--- src/rtl/urgency_xfer_unit.sv ---
module urgency_xfer_unit #(
  parameter int W = 8
) (
  input  logic         clk,
  input  logic         rst_n,
  input  logic         bump_req,
  input  logic         move_req,
  input  logic         drain_req,
  output logic         bump_fired,
  output logic         move_fired,
  output logic         drain_fired,
  output logic [W-1:0] x_val,
  output logic [W-1:0] y_val
);

  localparam logic [W-1:0] ONE = W'(1);

  assign drain_fired = rst_n & drain_req;
  assign move_fired  = rst_n & move_req & ~drain_req;
  assign bump_fired  = rst_n & bump_req & ~move_fired;

  logic [W-1:0] x_nxt, y_nxt;

  always_comb begin
    x_nxt = x_val;
    y_nxt = y_val;
    if (bump_fired)  x_nxt = x_val + ONE;
    if (move_fired) begin
      x_nxt = x_val - ONE;
      y_nxt = y_val + ONE;
    end
    if (drain_fired) y_nxt = y_val - ONE;
  end

  always_ff @(posedge clk) begin
    if (!rst_n) begin
      x_val <= '0;
      y_val <= '0;
    end else begin
      x_val <= x_nxt;
      y_val <= y_nxt;
    end
  end

endmodule

--- config.mk ---
export PLATFORM = sky130hd
export DESIGN_NAME = urgency_xfer_unit
export DESIGN_NICKNAME = d
export VERILOG_FILES = /design/src/rtl/urgency_xfer_unit.sv
export SDC_FILE = /design/constraint.sdc
export NUM_CORES = 1
export LEC_CHECK = 0
export BUFFER_PORTS_ARGS = -buffer_cell sky130_fd_sc_hd__clkbuf_2
export CORE_UTILIZATION = 56
export CTS_CLUSTER_SIZE = 12
export DETAILED_ROUTE_END_ITERATION = 8
export PLACE_DENSITY = 0.83
export SLEW_MARGIN = 20
export SYNTH_ARGS = -nofsm -noshare
export SYNTH_HDL_FRONTEND = slang
export SYNTH_SLANG_ARGS = --single-unit
--- constraint.sdc ---
create_clock -name clk -period 2.7 [get_ports clk]
set_input_delay 0.135 -clock clk [delete_from_list [all_inputs] [get_ports clk]]
set_output_delay 0.135 -clock clk [all_outputs]
set_load 0.02 [all_outputs]
==> metrics.cfg <==
[run_status]
status=complete, but fails checks
violations=design-rule violations

[setup_path]
required_ns=2.89
cp_num_buf_inv=0
path_cells=xnor2_1 -> ha_1 -> o311a_1 -> o21ai_1 -> mux2i_1 -> xnor2_1 -> and2_1
path_max_fanout=9
cp-end-kind=flip-flop
cpMostUsedCell=xnor2_1
crit_family=compound AO/OA/AOI/OAI gates
cp-start-kind=flip-flop
slowest_delay_ns=0.50
cp.arrival_ns=2.13
critPathKind=reg -> reg
cp_slowest_cell=dfxtp_1

[grt]
grt_antenna_before_repair=0
grt_pass1_vias=719
grt_pass1_wl_mm=3.35
grt_overflow=0
grt.total_usage_pct=22.6
grt_max_degree=14

[power_and_ir_drop]
p_comb_share_pct=29.9
switching_share_pct=34.5
p_switching_uw=230
leakagePower_uw=0.000533
p_int_uw=437
clkPwrFrac_pct=23.4
pwr_density_cell_nw_per_um2=581
seqPwrFrac_pct=46.6
ir_drop_mv=0.398

[die]
num_rows=14
die_h_um=44.1
core_um2=1580
dieArea_um2=1940
ioPinCount=24
die_x_um=44.1
initial_core_util_pct=62.9

[drt]
dr.pass1.iters=6
drtIter0Drc=30
final_antenna_net_count=0
viasPerCell=5.64
totalWireLength_mm=1.99
wl_per_cell_um=12.7
vias=886
drc_errors=4

[placed_design]
pre_cts_slack_ns=0.644
globalplace.congestion=0.817
hpwl_mm=1.44
io_buffers=23

[clock_network]
clkSlewWorstSetupHoldPaths_ns=0.09
insertion_delay_ns=0.29
cts_tree=built
cts_root_buf=clkbuf_4
numCtsBuffers=3
clk_path_buf_depth=2
ctsHoldBuffers=0
cts_setup_buffers=0
htree_levels=1
cts.sink_count=16
cts-resized-gates=0

[sta]
maxSlewHeadroom_pct=76.4
rsz0062_at_grt=false
setup_tns_ns=0
final_max_slew_viol_count=0
tightest_slew_ns=0.353
setup_viol_count_final=0
max_freq_mhz=517
fin_crit_sh_pct=71.7
finClkSkew_ns=0.00313
period_needed_ns=1.94
hold_slack_ns=0.203
hold_viol=0
fin_ws_ns=0.765

[synthesis]
syn_area_um2=991
ys_ff_latch=16
ys_types=42
syn_nets=125
yosysSeqAreaShare_pct=32.3
syn_avg_cell_area_um2=8.40
synthCells=118
ys_warn_count=0

[cells_and_area]
area_growth_syn_to_layout_pct=16.0
diodes=0
final_nets=149
fillers=117
drive_gt1_share_pct=23.4

[hold_path]
worstHoldPathType=in -> reg

[run]
max_cap_violations=0

final timing paths:
path	start	to	slack, ns	cells past startpoint
setup / recovery	y_val[1]	y_val[4]	0.76	7
hold / removal	move_req	y_val[6]	0.20	3
setup reg to reg	y_val[1]	y_val[4]	0.76	7
hold reg to reg	y_val[7]	y_val[7]	0.47	2
placed cells by master, fill, tap and decap left out, drive strengths merged, types with 2 or more instances in the layout:
cell    netlist  routed
nand4         2       2
nand3         4       4
a21boi        2       2
ha            2       2
xor2          5       5
and2         11      11
buf           2       2
inv           3       3
mux2i         4       4
dfxtp        16      16
o22ai         2       2
and3          2       2
o31ai         3       3
a22oi         2       2
or3           5       5
clkbuf        4      27
o21ai         7       7
xnor2         8       8
nor2          8       8
nand2        10      10
kinds of logic after synthesis:
family,after synthesis,synth area share (%)
mux,4,4.04
flops,16,32.3
simple gates,50,27.9
compound gates,24,17.8
fa+ha+maj,2,2.52
buf+inv,9,3.91
xor+xnor,13,11.5
tightest hold or removal path: cells and delay by family:
kind	cells	cell delay, ns
buffers and inverters	1	0.13
AOI/OAI and AO/OA	2	0.19
through the flow:
stage / cell area [um^2] / std cells / utilization, % / total power [uW]
CTS: 1150 / 157 / 72.9 / 674
global placement: 1110 / 153 / 70.6 / 510
detailed placement: 1110 / 153 / 70.6 / 514
global route: 1150 / 157 / 72.9 / 714
floorplan: 991 / 118 / - / 458
finish: 1150 / 157 / 72.9 / 668
synth_stat cells (all sizes together):
library cell | n | area [um^2]
a21boi | 2 | 15.0
a21oi | 1 | 5.00
a22o | 1 | 8.76
a22oi | 2 | 15.0
a31oi | 1 | 6.26
and2 | 11 | 68.8
and3 | 2 | 12.5
and4 | 1 | 8.76
buf | 2 | 12.5
clkbuf | 4 | 15.0
dfxtp | 16 | 320
ha | 2 | 25.0
inv | 3 | 11.3
mux2i | 4 | 40.0
nand2 | 10 | 37.5
nand2b | 1 | 6.26
nand3 | 4 | 20.0
nand3b | 1 | 7.51
nand4 | 2 | 12.5
nand4bb | 1 | 11.3
nor2 | 8 | 30.0
nor2b | 1 | 6.26
nor3 | 1 | 5.00
nor4 | 1 | 6.26
o211ai | 1 | 7.51
o21ai | 7 | 35.0
o221ai | 1 | 8.76
o22ai | 2 | 12.5
o2bb2ai | 1 | 8.76
o311a | 1 | 10.0
o31ai | 3 | 27.5
o32ai | 1 | 16.3
or3 | 5 | 36.3
or4 | 1 | 7.51
xnor2 | 8 | 70.1
xor2 | 5 | 43.8
flip-flops by register name, summed over array words and instances (netlist names):
name	count
x_val	8
y_val	8
power by group through the flow:
stage               clock, uW  combinational (uW)  sequential [uW]
global route              176                 220              317
CTS                       164                 200              311
floorplan                   0                 122              336
global placement            0                 196              315
detailed placement          0                 197              316
finish                    157                 200              311
layout make-up:
type	instances	area, um^2	area share, %
Inverter	3	11.3	0.979
Multi-Input combinational cell	93	632	55.0
Tap cell	16	20.0	1.74
Timing Repair Buffer	25	130	11.3
Clock buffer	4	36.3	3.16
Sequential cell	16	320	27.9
routing by layer:
metal  vias up  global-route usage, %  part of all wire [%]
li1        468                      -                     -
met1       392                   36.3                    52
met2        26                   29.1                    43
met3         0                   7.35                   4.7
met4         0                   3.64                     0
met5         -                      0                     0
Note: power is estimated with default switching activity, not from simulation.
